$ cat config.mk
export PLATFORM = sky130hd
export DESIGN_NAME = sensor_regmap
export DESIGN_NICKNAME = d
export VERILOG_FILES = /design/src/rtl/sensor_regmap_pkg.sv /design/src/rtl/sensor_ptr_ctrl.sv /design/src/rtl/sensor_cfg_regs.sv /design/src/rtl/sensor_data_regs.sv /design/src/rtl/sensor_read_mux.sv /design/src/rtl/sensor_regmap.sv
export SDC_FILE = /design/constraint.sdc
export NUM_CORES = 1
export LEC_CHECK = 0
export CAP_MARGIN = 5
export CORE_ASPECT_RATIO = 0.9
export CORE_MARGIN = 1
export CORE_UTILIZATION = 39
export DETAILED_ROUTE_END_ITERATION = 10
export DONT_BUFFER_PORTS = 1
export PLACE_DENSITY_LB_ADDON = 0.05
export SLEW_MARGIN = 0
export SYNTH_ARGS = -nofsm -noshare
export SYNTH_HDL_FRONTEND = slang
export SYNTH_HIERARCHICAL = 1
export SYNTH_SLANG_ARGS = --single-unit
$ cat constraint.sdc
create_clock -name clk -period 2.87 [get_ports clk]
set_clock_uncertainty 0.05 [all_clocks]
set_input_delay 0.1435 -clock clk [delete_from_list [all_inputs] [get_ports clk]]
set_output_delay 0.1435 -clock clk [all_outputs]
set_load 0.02 [all_outputs]
$ cat src/rtl/sensor_regmap_pkg.sv
// Shared constants, types and the pointer advance rule for the sensor
// register map. Assumes byte-wide registers and a fixed location layout.
package sensor_regmap_pkg;

    localparam int unsigned BYTE_W   = 8;
    localparam int unsigned NUM_RW   = 3;
    localparam int unsigned NUM_AXIS = 3;
    localparam int unsigned NUM_ID   = 3;

    typedef logic [BYTE_W-1:0] byte_t;

    localparam byte_t A_CFG_A     = 8'd0;
    localparam byte_t A_MODE      = 8'd2;
    localparam byte_t A_DATA_BASE = byte_t'(NUM_RW);
    localparam byte_t A_STATUS    = byte_t'(NUM_RW + 2 * NUM_AXIS);
    localparam byte_t A_ID_BASE   = byte_t'(NUM_RW + 2 * NUM_AXIS + 1);
    localparam byte_t A_LAST      = byte_t'(NUM_RW + 2 * NUM_AXIS + NUM_ID);

    typedef enum logic [1:0] {
        ACC_NONE = 2'd0,
        ACC_PTR  = 2'd1,
        ACC_WR   = 2'd2,
        ACC_RD   = 2'd3
    } acc_t;

    // Next pointer after a data access: status->first axis, last/above->0.
    function automatic byte_t ptr_advance(input byte_t p);
        if (p == A_STATUS)
            return A_DATA_BASE;
        else if (p >= A_LAST)
            return '0;
        else
            return byte_t'(p + 8'd1);
    endfunction

endpackage

$ cat src/rtl/sensor_ptr_ctrl.sv
// Classifies each bus event as pointer load, data write or data read, and
// keeps the register pointer. Assumes the strobes never coincide; if they
// do, bus_start wins and a write wins over a read.
module sensor_ptr_ctrl
    import sensor_regmap_pkg::*;
(
    input  logic  clk,
    input  logic  rst_n,
    input  logic  bus_start,
    input  logic  wr_valid,
    input  byte_t wr_byte,
    input  logic  rd_req,
    output byte_t ptr,
    output acc_t  acc
);

    logic ptr_pending;

    // Decode the current event into an access kind.
    always_comb begin
        if (bus_start)
            acc = ACC_NONE;
        else if (wr_valid)
            acc = ptr_pending ? ACC_PTR : ACC_WR;
        else if (rd_req)
            acc = ACC_RD;
        else
            acc = ACC_NONE;
    end

    // Track whether the next written byte is a pointer byte.
    always_ff @(posedge clk) begin
        if (!rst_n)
            ptr_pending <= 1'b0;
        else if (bus_start)
            ptr_pending <= 1'b1;
        else if (acc != ACC_NONE)
            ptr_pending <= 1'b0;
    end

    // Load the pointer or advance it after a data access.
    always_ff @(posedge clk) begin
        if (!rst_n)
            ptr <= '0;
        else if (acc == ACC_PTR)
            ptr <= wr_byte;
        else if (acc == ACC_WR || acc == ACC_RD)
            ptr <= ptr_advance(ptr);
    end


    ptr_rollback_chk: assert property (@(posedge clk) disable iff (!rst_n)
        ((acc == ACC_WR || acc == ACC_RD) && ptr == A_STATUS) |=> ptr == A_DATA_BASE);

    ptr_wrap_chk: assert property (@(posedge clk) disable iff (!rst_n)
        ((acc == ACC_WR || acc == ACC_RD) && ptr >= A_LAST) |=> ptr == 8'd0);

    ptr_load_chk: assert property (@(posedge clk) disable iff (!rst_n)
        (acc == ACC_PTR) |=> ptr == $past(wr_byte));

    ptr_idle_chk: assert property (@(posedge clk) disable iff (!rst_n)
        (acc == ACC_NONE) |=> $stable(ptr));

endmodule

$ cat src/rtl/sensor_cfg_regs.sv
// Writable configuration and mode registers with per-register masks of
// defined bits, plus the mode-write pulse. Assumes register i sits at
// address i and that the mode register sits at address 2.
module sensor_cfg_regs
    import sensor_regmap_pkg::*;
#(
    parameter logic [NUM_RW*BYTE_W-1:0] RST_VALS = 24'h01_20_10,
    parameter logic [NUM_RW*BYTE_W-1:0] MASKS    = 24'h03_E0_1F
) (
    input  logic                     clk,
    input  logic                     rst_n,
    input  logic                     wr_en,
    input  byte_t                    wr_addr,
    input  byte_t                    wr_data,
    output logic [NUM_RW*BYTE_W-1:0] rw_flat,
    output logic                     mode_pulse
);

    // Store masked write data into the addressed register.
    always_ff @(posedge clk) begin
        if (!rst_n) begin
            rw_flat <= RST_VALS & MASKS;
        end else begin
            for (int i = 0; i < NUM_RW; i++) begin
                if (wr_en && wr_addr == byte_t'(i))
                    rw_flat[i*BYTE_W +: BYTE_W] <= wr_data & MASKS[i*BYTE_W +: BYTE_W];
            end
        end
    end

    // Raise a one-cycle pulse after any write into the mode register.
    always_ff @(posedge clk) begin
        if (!rst_n)
            mode_pulse <= 1'b0;
        else
            mode_pulse <= wr_en && (wr_addr == A_MODE);
    end


    undef_bits_chk: assert property (@(posedge clk) disable iff (!rst_n)
        (rw_flat & ~MASKS) == '0);

    mode_pulse_single_chk: assert property (@(posedge clk) disable iff (!rst_n)
        mode_pulse |=> !mode_pulse);

    cfg_hold_chk: assert property (@(posedge clk) disable iff (!rst_n)
        !wr_en |=> $stable(rw_flat));

endmodule

$ cat src/rtl/sensor_data_regs.sv
// Read-only sample storage: one register per axis and a status byte, all
// loaded together by a single-cycle strobe. Axis order is storage order.
module sensor_data_regs
    import sensor_regmap_pkg::*;
#(
    parameter int unsigned AXIS_W = 16
) (
    input  logic                       clk,
    input  logic                       rst_n,
    input  logic                       smp_load,
    input  logic [NUM_AXIS*AXIS_W-1:0] smp_axes,
    input  byte_t                      smp_status,
    output logic [NUM_AXIS*AXIS_W-1:0] axes_q,
    output byte_t                      status_q
);

    for (genvar g = 0; g < NUM_AXIS; g++) begin : g_axis
        logic [AXIS_W-1:0] ax_q;

        // Capture this axis on the sample strobe.
        always_ff @(posedge clk) begin
            if (!rst_n)
                ax_q <= '0;
            else if (smp_load)
                ax_q <= smp_axes[g*AXIS_W +: AXIS_W];
        end

        assign axes_q[g*AXIS_W +: AXIS_W] = ax_q;
    end

    // Capture the status byte with the sample.
    always_ff @(posedge clk) begin
        if (!rst_n)
            status_q <= '0;
        else if (smp_load)
            status_q <= smp_status;
    end


    data_hold_chk: assert property (@(posedge clk) disable iff (!rst_n)
        !smp_load |=> ($stable(axes_q) && $stable(status_q)));

    data_capture_chk: assert property (@(posedge clk) disable iff (!rst_n)
        smp_load |=> (axes_q == $past(smp_axes) && status_q == $past(smp_status)));

endmodule

$ cat src/rtl/sensor_read_mux.sv
// Combinational read selection by address: writable registers, axis bytes
// high-first, status, identification constants; zero elsewhere.
module sensor_read_mux
    import sensor_regmap_pkg::*;
#(
    parameter int unsigned              AXIS_W   = 16,
    parameter logic [NUM_ID*BYTE_W-1:0] ID_BYTES = 24'h33_34_48
) (
    input  byte_t                      addr,
    input  logic [NUM_RW*BYTE_W-1:0]   rw_flat,
    input  logic [NUM_AXIS*AXIS_W-1:0] axes_q,
    input  byte_t                      status_q,
    output byte_t                      rd_data
);

    localparam int unsigned BYTES_PER_AXIS = AXIS_W / BYTE_W;

    // Pick the byte at the given address.
    always_comb begin
        int unsigned       k;
        logic [AXIS_W-1:0] sel;
        rd_data = '0;
        k       = 0;
        sel     = '0;
        if (addr < A_DATA_BASE) begin
            rd_data = rw_flat[int'(addr)*BYTE_W +: BYTE_W];
        end else if (addr < A_STATUS) begin
            k       = int'(addr - A_DATA_BASE);
            sel     = axes_q[(k / BYTES_PER_AXIS)*AXIS_W +: AXIS_W];
            rd_data = sel[(BYTES_PER_AXIS - 1 - (k % BYTES_PER_AXIS))*BYTE_W +: BYTE_W];
        end else if (addr == A_STATUS) begin
            rd_data = status_q;
        end else if (addr <= A_LAST) begin
            k       = int'(addr - A_ID_BASE);
            rd_data = ID_BYTES[k*BYTE_W +: BYTE_W];
        end
    end

endmodule

$ cat src/rtl/sensor_regmap.sv
// Top of the sensor register map: pointer control, writable registers,
// sample storage and a registered read port. Assumes the bus front end
// issues at most one strobe per cycle.
module sensor_regmap
    import sensor_regmap_pkg::*;
#(
    parameter logic [7:0]  CFG_A_RST  = 8'h10,
    parameter logic [7:0]  CFG_B_RST  = 8'h20,
    parameter logic [7:0]  MODE_RST   = 8'h01,
    parameter logic [7:0]  CFG_A_MASK = 8'h1F,
    parameter logic [7:0]  CFG_B_MASK = 8'hE0,
    parameter logic [7:0]  MODE_MASK  = 8'h03,
    parameter logic [7:0]  ID_A       = 8'h48,
    parameter logic [7:0]  ID_B       = 8'h34,
    parameter logic [7:0]  ID_C       = 8'h33,
    parameter int unsigned AXIS_W     = 16
) (
    input  logic              clk,
    input  logic              rst_n,
    input  logic              bus_start,
    input  logic              wr_valid,
    input  logic [7:0]        wr_byte,
    input  logic              rd_req,
    output logic [7:0]        rd_byte,
    input  logic              smp_load,
    input  logic [AXIS_W-1:0] smp_x,
    input  logic [AXIS_W-1:0] smp_y,
    input  logic [AXIS_W-1:0] smp_z,
    input  logic [7:0]        smp_status,
    output logic [7:0]        cfg_a,
    output logic [7:0]        cfg_b,
    output logic [7:0]        mode,
    output logic              mode_pulse
);

    byte_t                      ptr;
    acc_t                       acc;
    logic [NUM_RW*BYTE_W-1:0]   rw_flat;
    logic [NUM_AXIS*AXIS_W-1:0] axes_q;
    byte_t                      status_q;
    byte_t                      rd_data;

    sensor_ptr_ctrl u_ptr (
        .clk       (clk),
        .rst_n     (rst_n),
        .bus_start (bus_start),
        .wr_valid  (wr_valid),
        .wr_byte   (wr_byte),
        .rd_req    (rd_req),
        .ptr       (ptr),
        .acc       (acc)
    );

    sensor_cfg_regs #(
        .RST_VALS ({MODE_RST, CFG_B_RST, CFG_A_RST}),
        .MASKS    ({MODE_MASK, CFG_B_MASK, CFG_A_MASK})
    ) u_cfg (
        .clk        (clk),
        .rst_n      (rst_n),
        .wr_en      (acc == ACC_WR),
        .wr_addr    (ptr),
        .wr_data    (wr_byte),
        .rw_flat    (rw_flat),
        .mode_pulse (mode_pulse)
    );

    // Storage order is X, Z, Y, matching the readout order.
    sensor_data_regs #(
        .AXIS_W (AXIS_W)
    ) u_data (
        .clk        (clk),
        .rst_n      (rst_n),
        .smp_load   (smp_load),
        .smp_axes   ({smp_y, smp_z, smp_x}),
        .smp_status (smp_status),
        .axes_q     (axes_q),
        .status_q   (status_q)
    );

    sensor_read_mux #(
        .AXIS_W   (AXIS_W),
        .ID_BYTES ({ID_C, ID_B, ID_A})
    ) u_mux (
        .addr     (ptr),
        .rw_flat  (rw_flat),
        .axes_q   (axes_q),
        .status_q (status_q),
        .rd_data  (rd_data)
    );

    assign cfg_a = rw_flat[0*BYTE_W +: BYTE_W];
    assign cfg_b = rw_flat[1*BYTE_W +: BYTE_W];
    assign mode  = rw_flat[2*BYTE_W +: BYTE_W];

    // Register the selected byte on each read request.
    always_ff @(posedge clk) begin
        if (!rst_n)
            rd_byte <= '0;
        else if (acc == ACC_RD)
            rd_byte <= rd_data;
    end


    rd_invalid_zero_chk: assert property (@(posedge clk) disable iff (!rst_n)
        (acc == ACC_RD && ptr > A_LAST) |=> rd_byte == 8'h00);

    rd_hold_chk: assert property (@(posedge clk) disable iff (!rst_n)
        (acc != ACC_RD) |=> $stable(rd_byte));

    ro_write_chk: assert property (@(posedge clk) disable iff (!rst_n)
        (acc == ACC_WR && ptr >= A_DATA_BASE) |=> $stable(rw_flat));

endmodule

# Word level (Yosys, flattened, before mapping)
# Index checks and enable logic that the tools add are counted.
# classes
add_sub_neg,4
order_cmp,4
n_eq_ne,6
shift,4
muxes,14
n_reduce_logical,8
# ops
operator,n
$mux W8,8
$shiftx A48 B33 Y16,1
$shiftx A16 B33 Y8,1
$shiftx A24 B33 Y8 const A,1
$shiftx A24 B12 Y8,1
$sub A8 B2 Y9 const B,1
$sub A8 B4 Y9 const B,1
$add A8 B1 Y8 const B,1
$eq A8 B1 Y1 const B,1
$eq A8 B2 Y1 const B,1
$eq A8 B4 Y1 const B,1
$ge A8 B4 Y1 const B,1
$le A8 B4 Y1 const B,1
$logic_not A8 Y1,1
$lt A8 B2 Y1 const B,1
$lt A8 B4 Y1 const B,1
$mux W2,4
$reduce_bool A2 Y1,3
$eq A2 B2 Y1 const B,2
$logic_and A1 B1 Y1,3
$eq A2 B1 Y1 const B,1
$mux W1,2
$sub A1 B1 Y2 const A,1
$logic_or A1 B1 Y1,1
# word_totals
reg_bits,84
output_inout_bits,33
word_cells,51

# Logic depth before layout (Yosys ltp)
# Gate-level depths: netlist of the first run.
# logic_depth
word_depth,7
depth_mapped,11
ltp_nobuf,9

# By module
# Netlist of the first run, hierarchy kept.
# modules_own_cells
mod,n_inst,cells_per_inst,area_per_inst_um2,seq_area_each_um2
sensor_data_regs,1,180,2134.5,1121.1
sensor_read_mux,1,141,1033.5,0.0
sensor_cfg_regs,1,65,591.8,220.2
sensor_ptr_ctrl,1,62,543.0,180.2
sensor_regmap,1,39,367.9,160.2

# Worst setup path before layout of the first run
# Ideal clock, no wire load.
# synth_path
path_kind,register -> register
from,register u_ptr.ptr[0]
to,register rd_byte[7]
setup_ps,67
t_arrival_ps,2445
required_time_ps,2753
path_slack_ps,308
path_stages_with_launch,11
path_buffers,2
synth_period_minus_slack_ps,2562
cell_sequence,dfxtp_1 -> clkbuf_1 -> buf_1 -> inv_1 -> ha_1 -> nor4b_2 -> a21o_2 -> nand2_1 -> a32oi_1 -> nand4_1 -> o21ai_2
# synth_between
elab_chain_cells,6
word_cells_on_any_way,15
# synth_rtl
item,line_no,rtl
"start, declared",sensor_ptr_ctrl.sv:13,"output byte_t ptr,"
"start signal, assigned",sensor_ptr_ctrl.sv:46,ptr <= wr_byte;
"start signal, assigned",sensor_ptr_ctrl.sv:48,ptr <= ptr_advance(ptr);
branches (longest 5 deep; another with $sub A8 B2 Y9),--,
$mux W8 (*),sensor_read_mux.sv:25,if (addr < A_DATA_BASE) begin
net rd_data[7],sensor_regmap.sv:41,byte_t rd_data;
"end signal, assigned",sensor_regmap.sv:100,rd_byte <= rd_data;
"end, declared",sensor_regmap.sv:24,"output logic [7:0] rd_byte,"
# Mark *: on every way through the listed nets, which the timed path passes.
# A chain may end at the register's enable or synchronous reset.

# Worst setup path in the final report of the first run
# Ends and elaborated chain as after synthesis.

==> flow_results.org, run 1 <==
** Worst setup path
- Critical path cell sequence :: ha_1 -> xnor2_4 -> mux4_2 -> nor2b_1 -> o21ai_1 -> a32oi_1 -> nand4_1 -> o21ai_2
- The worst register-to-register path has a setup slack of 430 ps.
- For this design, the slowest cell found on the critical path is sky130_fd_sc_hd__mux4_2.
- The critical path in this run is classified as reg2reg.
- Worst setup EP type :: register
- Arrival time worst endpoint :: 2620 ps
- Worst Path Max Fanout :: 15
- Endpoint of the worst register-to-register path :: rd_byte[7]
- Counting cells, the worst reg-to-reg path comes to 8.
- For this run, the slowest stage of the critical path takes 590 ps.
- Startpoint type of the worst setup path :: register
- Data on the critical path is required at its endpoint by 3050 ps.
- In this run the critical register-to-register path is launched from u_ptr/ptr[0].

** Synth
- The Yosys step of the flow raised 6 warnings.
- Synthesized area per cell :: 9.591 um^2
- Number of flops mapped to enable cells by yosys :: 0
- Number of synthesized register bits :: 84
- Proportion of synthesized chip area in sequential cells :: 0.3600
- Synthesis instantiated 62 different standard cells from the library.
- In this run the cell area of the synthesized design comes to 0.004671 mm^2.
- For this run, the leading register cell type out of synthesis is sky130_fd_sc_hd__dfxtp_1.
- Post-Synthesis Cells :: 487
- Counting flops with an async set or reset pin after synthesis yields a share of 0.

** Timing
- RSZ-0062 raised after global routing :: no
- The worst path in the final design needs a cycle of 2435 ps, including I/O delays and setup.
- Hold Vio Cnt, Final :: 0
- Share of the cycle needed by the critical path after routing :: 0.8486
- Fin Setup TNS :: 0 ps
- Transition at the pin with the smallest max-transition slack :: 571.3 ps
- The number of slew-limit violations in the final report was 0.
- Upper clock frequency limit :: 410.6 MHz
- Number of setup violations in the final report :: 0
- Worst relative slew slack :: 0.6191
- Post-layout worst setup margin :: 434.6 ps

** Cells and area
- Counting the fill cells in the layout gives 1029.
- At the end of the flow the core is filled with cells to 0.5342.
- Leaving out fill and tap cells, the most frequent cells in the layout are sky130_fd_sc_hd__dlygate4sd3_1 (120), sky130_fd_sc_hd__mux2i_1 (89), sky130_fd_sc_hd__dfxtp_1 (84).
- Of the cells placed in the final design, the portion with a size suffix greater than 1 is 0.08652.
- Nets :: 676
- The library cell used most frequently in the layout, excluding fill and tap cells, is sky130_fd_sc_hd__dlygate4sd3_1.
- The multi-input combinational cells in the finished layout cover a total of 0.002653 mm^2.
- Final Instance Area :: 0.006158 mm^2
- Register cell area after layout :: 0.001682 mm^2
- Relative to the synthesized area, the layout overhead comes to 31.85%.
- Diodes inserted :: 0

** Clock tree
- Max H-tree Level :: 3
- Clock Sinks :: 84
- TritonCTS built the clock tree.
- Clock Root Buffer :: sky130_fd_sc_hd__clkbuf_16
- Total clock buffers created by CTS :: 9
- Number of gates resized after CTS :: 0
- Clock-pin slew was measured on the worst setup and hold paths at 60 ps.
- Max Buffers Root-to-Sink :: 2
- Post-CTS Setup Inserts :: 0
- Total of hold buffers inserted after clock tree synthesis :: 121
- Clock insertion delay at the later pin of the skew report :: 340 ps

** Routing
- Number of nets still failing antenna checks after routing :: 0
- For this run, design rule violations remaining after detail routing come to 0.
- Using the TritonRoute via totals, the vias-per-cell ratio works out to 5.100.
- Detailed Route Iter0 Violations :: 152
- Drt pass-1 iters :: 5
- Wires add up to 12.67 mm.
- In the final routed layout, each cell accounts on average for 16.73 um.
- Via count :: 3861

** Place
- Detailed placement finished with a half-perimeter wire length of 8.394 mm.
- Routability-driven placement finished with a final weighted congestion of 0.8781.
- During placement, the flow inserted port buffers numbering 0.
- The placed instances occupy a cell area of 0.004642 mm^2.
- Prior to clock tree synthesis, the placed netlist has a worst setup slack of 441.9 ps.

** Flow run
- Max-cap violations :: 0

** Global routing
- The number of global-route vias before repair is 3852.
- In the global route stage, overall resource usage came out at 0.2109.
- Global-route wire length before repair :: 20.44 mm
- Entering global routing, the biggest net connects 96 pins.
- The initial antenna violation count was 0.
- Overflow left after global routing :: 0

** Worst hold path
- The path with the worst hold slack has its endpoint at u_ptr/ptr[2].
- The startpoint identified for the worst hold timing path is wr_byte[2].
- Number of cells traversed by the worst hold path :: 2
- Tightest Hold Check Type :: in2reg

** Floorplanning
- In this run the vertical extent of the chip is 105.8 um.
- The die covers 0.01242 mm^2.
- In this run the count of I/O pins placed on the die edge is 103.
- Core area :: 0.01153 mm^2
- Starting density of the core :: 0.4052
- Die boundary width :: 117.4 um
- Core Rows :: 37

** Pwr
- Reported leakage power :: 2.420 nW
- The worst-case IR drop observed on VDD is 0.0003786 V.
- For this design the ratio of total power to cell area is 489.5 mW/mm^2.

** Status
- The flow ran to the end, and the final reports show no timing, DRC or antenna violations.
cell usage after synthesis (2+ instances only):
cell type                    n  share of area
sky130_fd_sc_hd__mux2i_1    89           0.19
sky130_fd_sc_hd__dfxtp_1    84           0.36
sky130_fd_sc_hd__nor2b_1    60          0.080
sky130_fd_sc_hd__nand2_1    52          0.042
sky130_fd_sc_hd__buf_4      17          0.027
sky130_fd_sc_hd__a21oi_1    13          0.014
sky130_fd_sc_hd__nor2_1     13          0.010
sky130_fd_sc_hd__o21ai_0    12          0.013
sky130_fd_sc_hd__nand3_1    11          0.012
sky130_fd_sc_hd__inv_1      10         0.0080
sky130_fd_sc_hd__ha_1        9          0.024
sky130_fd_sc_hd__clkbuf_1    8         0.0064
sky130_fd_sc_hd__nand4_1     8          0.011
sky130_fd_sc_hd__o21ai_2     8          0.015
sky130_fd_sc_hd__a22o_1      7          0.013
sky130_fd_sc_hd__o22ai_1     7         0.0094
sky130_fd_sc_hd__o2bb2ai_1   7          0.013
sky130_fd_sc_hd__buf_2       5         0.0054
sky130_fd_sc_hd__buf_6       4         0.0096
sky130_fd_sc_hd__buf_8       4          0.013
sky130_fd_sc_hd__o211ai_1    4         0.0064
sky130_fd_sc_hd__a21boi_0    3         0.0048
sky130_fd_sc_hd__a32oi_1     3         0.0056
sky130_fd_sc_hd__clkbuf_2    3         0.0032
sky130_fd_sc_hd__clkbuf_8    3         0.0088
sky130_fd_sc_hd__a2bb2oi_1   2         0.0038
sky130_fd_sc_hd__a31oi_1     2         0.0027
sky130_fd_sc_hd__nor3b_1     2         0.0032
sky130_fd_sc_hd__nor4_1      2         0.0027
sky130_fd_sc_hd__o221ai_1    2         0.0038
sky130_fd_sc_hd__xnor2_1     2         0.0038
worst max-delay path by stage:
stage,slack (ps),end,cells past startpoint,start
floorplan,310,rd_byte[7],10,u_ptr/ptr[0]
global placement,470,rd_byte[7],8,u_ptr/ptr[0]
detailed placement,440,rd_byte[7],8,u_ptr/ptr[0]
CTS,410,rd_byte[7],8,u_ptr/ptr[0]
global route,310,rd_byte[7],8,u_ptr/ptr[0]
finish,430,rd_byte[7],8,u_ptr/ptr[0]
metrics by stage:
stage | hold slack [ps] | power, mW | std cells
after floorplan | 221.7 | 1.701 | 500
after global placement | 231.0 | 1.728 | 621
after detailed placement | 238.3 | 1.730 | 621
after CTS | 5.033 | 3.037 | 757
after global routing | 3.513 | 3.158 | 757
final | 19.98 | 3.015 | 757
area by class of cell:
class / count / area share
Sequential cell: 84 / 0.2731
Timing Repair Buffer: 131 / 0.2117
Multi-Input combinational cell: 361 / 0.4307
Inverter: 10 / 0.006095
Clock inverter: 3 / 0.003454
Tap cell: 156 / 0.03169
Clock buffer: 12 / 0.04328
worst max-delay path, delay by kind of cell (launching register included):
family	cells	cell delay (ps)
xor+xnor	1	510
mux	1	590
compound gates	3	300
simple gates	2	260
flops	1	310
fa+ha+maj	1	300
flip-flops by register name, indices dropped and copies added (netlist names):
name,count
u_data/g_axis.ax_q,48
u_data/status_q,8
u_cfg/mode_pulse,1
u_cfg/rw_flat,10
rd_byte,8
u_ptr/ptr,8
u_ptr/ptr_pending,1
power breakdown:
part / switching, mW / internal [mW]
Clock: 0.460 / 0.652
Sequential: 0.0565 / 1.23
Combinational: 0.287 / 0.331
cell families (layout without fill, tap and decap cells):
logic type               count (synthesis)  in the layout  synth area share
AO/OA/AOI/OAI                           78             78            0.1243
adder cells (fa/ha/maj)                  9              9           0.02411
buffers and inverters                   55            156           0.08251
XOR/XNOR                                 4              4           0.01152
AND/OR/NAND/NOR                        166            166            0.2012
other                                    1             14         0.0008029
flip-flops                              84             84            0.3600
multiplexers                            90             90            0.1956
layer usage:
layer / vias up / GRT usage / part of all wire
met2: 102 / 0.3073 / 0.42
met4: 0 / 0.05937 / 0.010
met1: 1834 / 0.3013 / 0.52
met5: - / 0 / 0
li1: 1915 / - / -
met3: 10 / 0.05628 / 0.053
Power figures use the tool's default switching activity.
==> inputs of run 2 (changes only) <==
==> constraint.sdc (replaced) <==
create_clock -name clk -period 2.4 [get_ports clk]
set_clock_uncertainty 0.05 [all_clocks]
set_input_delay 0.12 -clock clk [delete_from_list [all_inputs] [get_ports clk]]
set_output_delay 0.12 -clock clk [all_outputs]
set_load 0.02 [all_outputs]
==> flow_results.org, run 2 (synthesized netlist as in run 1, its figures left out) <==
** Status
- The run finished with clean final reports.

** Clock tree
- Total clock buffers created by CTS :: 9 (unchanged)
- The TritonCTS sink count is 84 (unchanged).
- The tree is rooted in a sky130_fd_sc_hd__clkbuf_16.
- Clock-pin transition on the worst setup and hold timing paths :: 60 ps (about the same)
- TritonCTS built the clock tree.
- Max H-tree Level :: 3 (unchanged)
- The largest buffer count on any clock path is 2 (unchanged).
- The latest clock arrival within the worst-skew pair came to 340 ps (about the same).

** Cells and area
- Most used cells in the layout excluding fill and tap cells :: sky130_fd_sc_hd__dlygate4sd3_1 (121), sky130_fd_sc_hd__mux2i_1 (89), sky130_fd_sc_hd__dfxtp_1 (83)
- The area of combinational cells with multiple inputs came to 0.002674 mm^2 (+0.80%).
- Most flop-heavy register :: u_data/g_axis.ax_q
- The total of fill cells in the finished design is 1041 (+1.2%).
- Count of non-filler cells in the finished layout :: 769 (+1.6%)
- Nets :: 687 (+1.6%)
- Area growth syn-to-layout :: 34.80%
- The count of antenna diodes in the layout came to 0 (unchanged).
- The cell area after layout came to 0.006296 mm^2 (+2.2%).
- Biggest registers after layout :: u_data/g_axis.ax_q: 48 flops, u_cfg/rw_flat: 10 flops
- Most frequent standard cell in the layout excluding fill and tap cells :: sky130_fd_sc_hd__dlygate4sd3_1
- The number of flip-flops under the largest register name is 48 (unchanged).
- Layout cells sized above 1 :: 0.1044 (+0.01788)
- Util after Layout :: 0.5462 (+0.01194)
- The combined flip-flop and latch cell area was 0.001683 mm^2 (about the same).

** Timing
- The time the final worst path needs with I/O delays and setup was 2220 ps (-215.4 ps).
- Setup repair after global routing left no endpoint under its margin.
- Fin Setup TNS :: 0 ps (unchanged)
- Share of the cycle needed by the critical path after routing :: 0.9250 (+0.07642)
- The number of endpoints failing setup at the final stage is 0 (unchanged).
- Hold Vio Cnt, Final :: 0 (unchanged)
- Final Slew Violations :: 0 (unchanged)
- The maximum frequency from static timing analysis came to 450.4 MHz (+9.7%).

** Floorplanning
- Die area :: 0.01242 mm^2 (unchanged)
- The die outline width came to 117.4 um (unchanged).
- The vertical die dimension was 105.8 um (unchanged).
- The floorplan core area came to 0.01153 mm^2 (unchanged).
- The number of standard-cell rows in the floorplan was 37 (unchanged).
- The effective utilization at floorplan was 0.4052 (unchanged).
- The top-level I/O count was 103 (unchanged).

** Worst setup path
- The worst setup path is launched from a register.
- The worst register-to-register path begins at u_ptr/ptr[1].
- Endpoint of the worst register-to-register path :: rd_byte[6]
- The count of cells along the worst register-to-register path is 10 (+2).
- Category of the most critical setup path :: reg2reg
- Worst setup EP type :: register
- Critical path cell sequence :: buf_6 -> inv_2 -> ha_4 -> nor2b_1 -> o21ai_1 -> a311oi_4 -> o21ai_0 -> nand3_1 -> nand4_1 -> o21ai_2
- Delay of the slowest cell on the worst path :: 440 ps (-150 ps)
- Family of cells with the greatest summed delay on the critical path :: compound AO/OA/AOI/OAI gates
- The required time at the worst-slack endpoint came to 2620 ps (-430 ps).
- Buffers plus inverters on the worst setup path :: 2 (+2)
- The largest fanout on the critical path is 22 (+7).
- The reg-to-reg setup timing slack was 180 ps (-250 ps).
- Worst-path cell with the longest stage delay :: sky130_fd_sc_hd__a311oi_4
- The arrival time at the worst endpoint is 2440 ps (-180 ps).

** Place
- Placer congestion estimate :: 0.8210 (-6.5%)
- Post-DP HPWL :: 8.484 mm (+1.1%)
- PortBufs :: 0 (unchanged)
- The instance area at placement came to 0.004696 mm^2 (+1.2%).
- Placed insts :: 627 (+0.97%)

** Global routing
- The number of global-route vias before repair is 3939 (+2.3%).
- Initial antenna violation count :: 0 (unchanged)
- Global-route wire length before repair :: 20.93 mm (+2.4%)
- The largest net degree at the start of global routing was 95 (-1.0%).
- The overall overflow remaining after global route was 0 (unchanged).
- Total GRT Usage :: 0.2170 (+0.006156)

** Pwr
- The cell area power density is 599.5 mW/mm^2 (+22%).
- The worst ir drop on vdd was 0.0004084 V (+7.9%).
- The leakage power total is 2.488 nW (+2.8%).

** Worst hold path
- Hold worst-path end :: u_ptr/ptr[6]
- Number of cells traversed by the worst hold path :: 3 (+1)
- The min-delay analysis places its worst path in the category in2reg.
- In this run the most critical hold path is launched from rd_req.

** Routing
- The total via count after detailed routing came to 3927 (+1.7%).
- The count of TritonRoute iterations in the first routing pass was 5 (unchanged).
- The total wire length came to 12.99 mm (+2.6%).
- The average wire length per cell after detail routing came to 16.89 um (+0.96%).
- The post-route antenna net violation count was 0 (unchanged).
- The ratio of routed vias to standard cells was 5.107 (+0.12%).
- The number of DRC markers after the initial detailed-route iteration is 301 (+98%).
- Drc violations :: 0 (unchanged)

** Flow run
- Max-cap violations :: 0 (unchanged)
## run 2: cell count changes in the layout (fill, tap and decap cells not counted), moves of 2 or more
cell	previous run	this run
sky130_fd_sc_hd__buf_4	10	18
sky130_fd_sc_hd__clkbuf_1	0	3
sky130_fd_sc_hd__clkbuf_8	3	0
sky130_fd_sc_hd__buf_6	0	2
sky130_fd_sc_hd__bufinv_16	0	2
sky130_fd_sc_hd__inv_1	10	8
sky130_fd_sc_hd__inv_2	0	2
## run 2: worst register-to-register path, cell delays in order, from the launching register on
cell and delay, ps:
sky130_fd_sc_hd__dfxtp_1 320, sky130_fd_sc_hd__buf_6 190, sky130_fd_sc_hd__inv_2 150, sky130_fd_sc_hd__ha_4 170
sky130_fd_sc_hd__nor2b_1 150, sky130_fd_sc_hd__o21ai_1 100, sky130_fd_sc_hd__a311oi_4 440, sky130_fd_sc_hd__o21ai_0 200
sky130_fd_sc_hd__nand3_1 170, sky130_fd_sc_hd__nand4_1 140, sky130_fd_sc_hd__o21ai_2 80
## run 2: area by class of cell
type / count / area share
multi-input combinational: 361 / 0.4247
timing repair buffer: 142 / 0.2218
inverter: 10 / 0.005962
sequential: 84 / 0.2673
clock buffer: 12 / 0.03756
clock inverter: 4 / 0.01172
tap: 156 / 0.03100
## run 2: worst max-delay path by stage
stage,startpoint,endpoint,slack [ps],cells after the start
global placement,u_ptr/ptr[1],rd_byte[7],60,10
global route,u_ptr/ptr[0],rd_byte[7],30,10
detailed placement,u_ptr/ptr[1],rd_byte[7],20,10
finish,u_ptr/ptr[1],rd_byte[6],180,10
floorplan,u_ptr/ptr[0],rd_byte[0],60,11
CTS,u_ptr/ptr[1],rd_byte[7],30,10
## run 2: what timing repair did
action,4_1_cts,5_1_grt
hold buffers,122,0
pin swaps,1,4
gates resized for setup,0,8
setup buffers,0,4
hold endpoints to repair,84,0
endpoints found under the setup margin,1,8
## run 2: report_power, final
group | switching (mW) | leakage (nW) | total, mW | internal, mW
Clock | 0.556 | 0.151 | 1.47 | 0.913
Sequential | 0.0663 | 0.690 | 1.54 | 1.47
Combinational | 0.353 | 1.65 | 0.770 | 0.416
Total | 0.976 | 2.49 | 3.77 | 2.80
## run 2: metal layers
metal | track usage | vias up | routed length [um]
met1 | 0.3161 | 1879 | 6522
met5 | 0 | - | 0
li1 | - | 1925 | -
met4 | 0.05659 | 0 | 120
met2 | 0.3161 | 113 | 5544
met3 | 0.05141 | 10 | 803
## run 2: per-stage QoR
stage,worst slack (ps),total power [mW],hold slack [ps]
5_1_grt,27.90,3.954,67.72
3_5_place_dp,23.74,2.081,215.1
4_1_cts,25.82,3.791,43.17
3_3_place_gp,63.83,2.074,205.4
2_1_floorplan,63.18,2.037,198.2
6_report,180.0,3.774,66.80
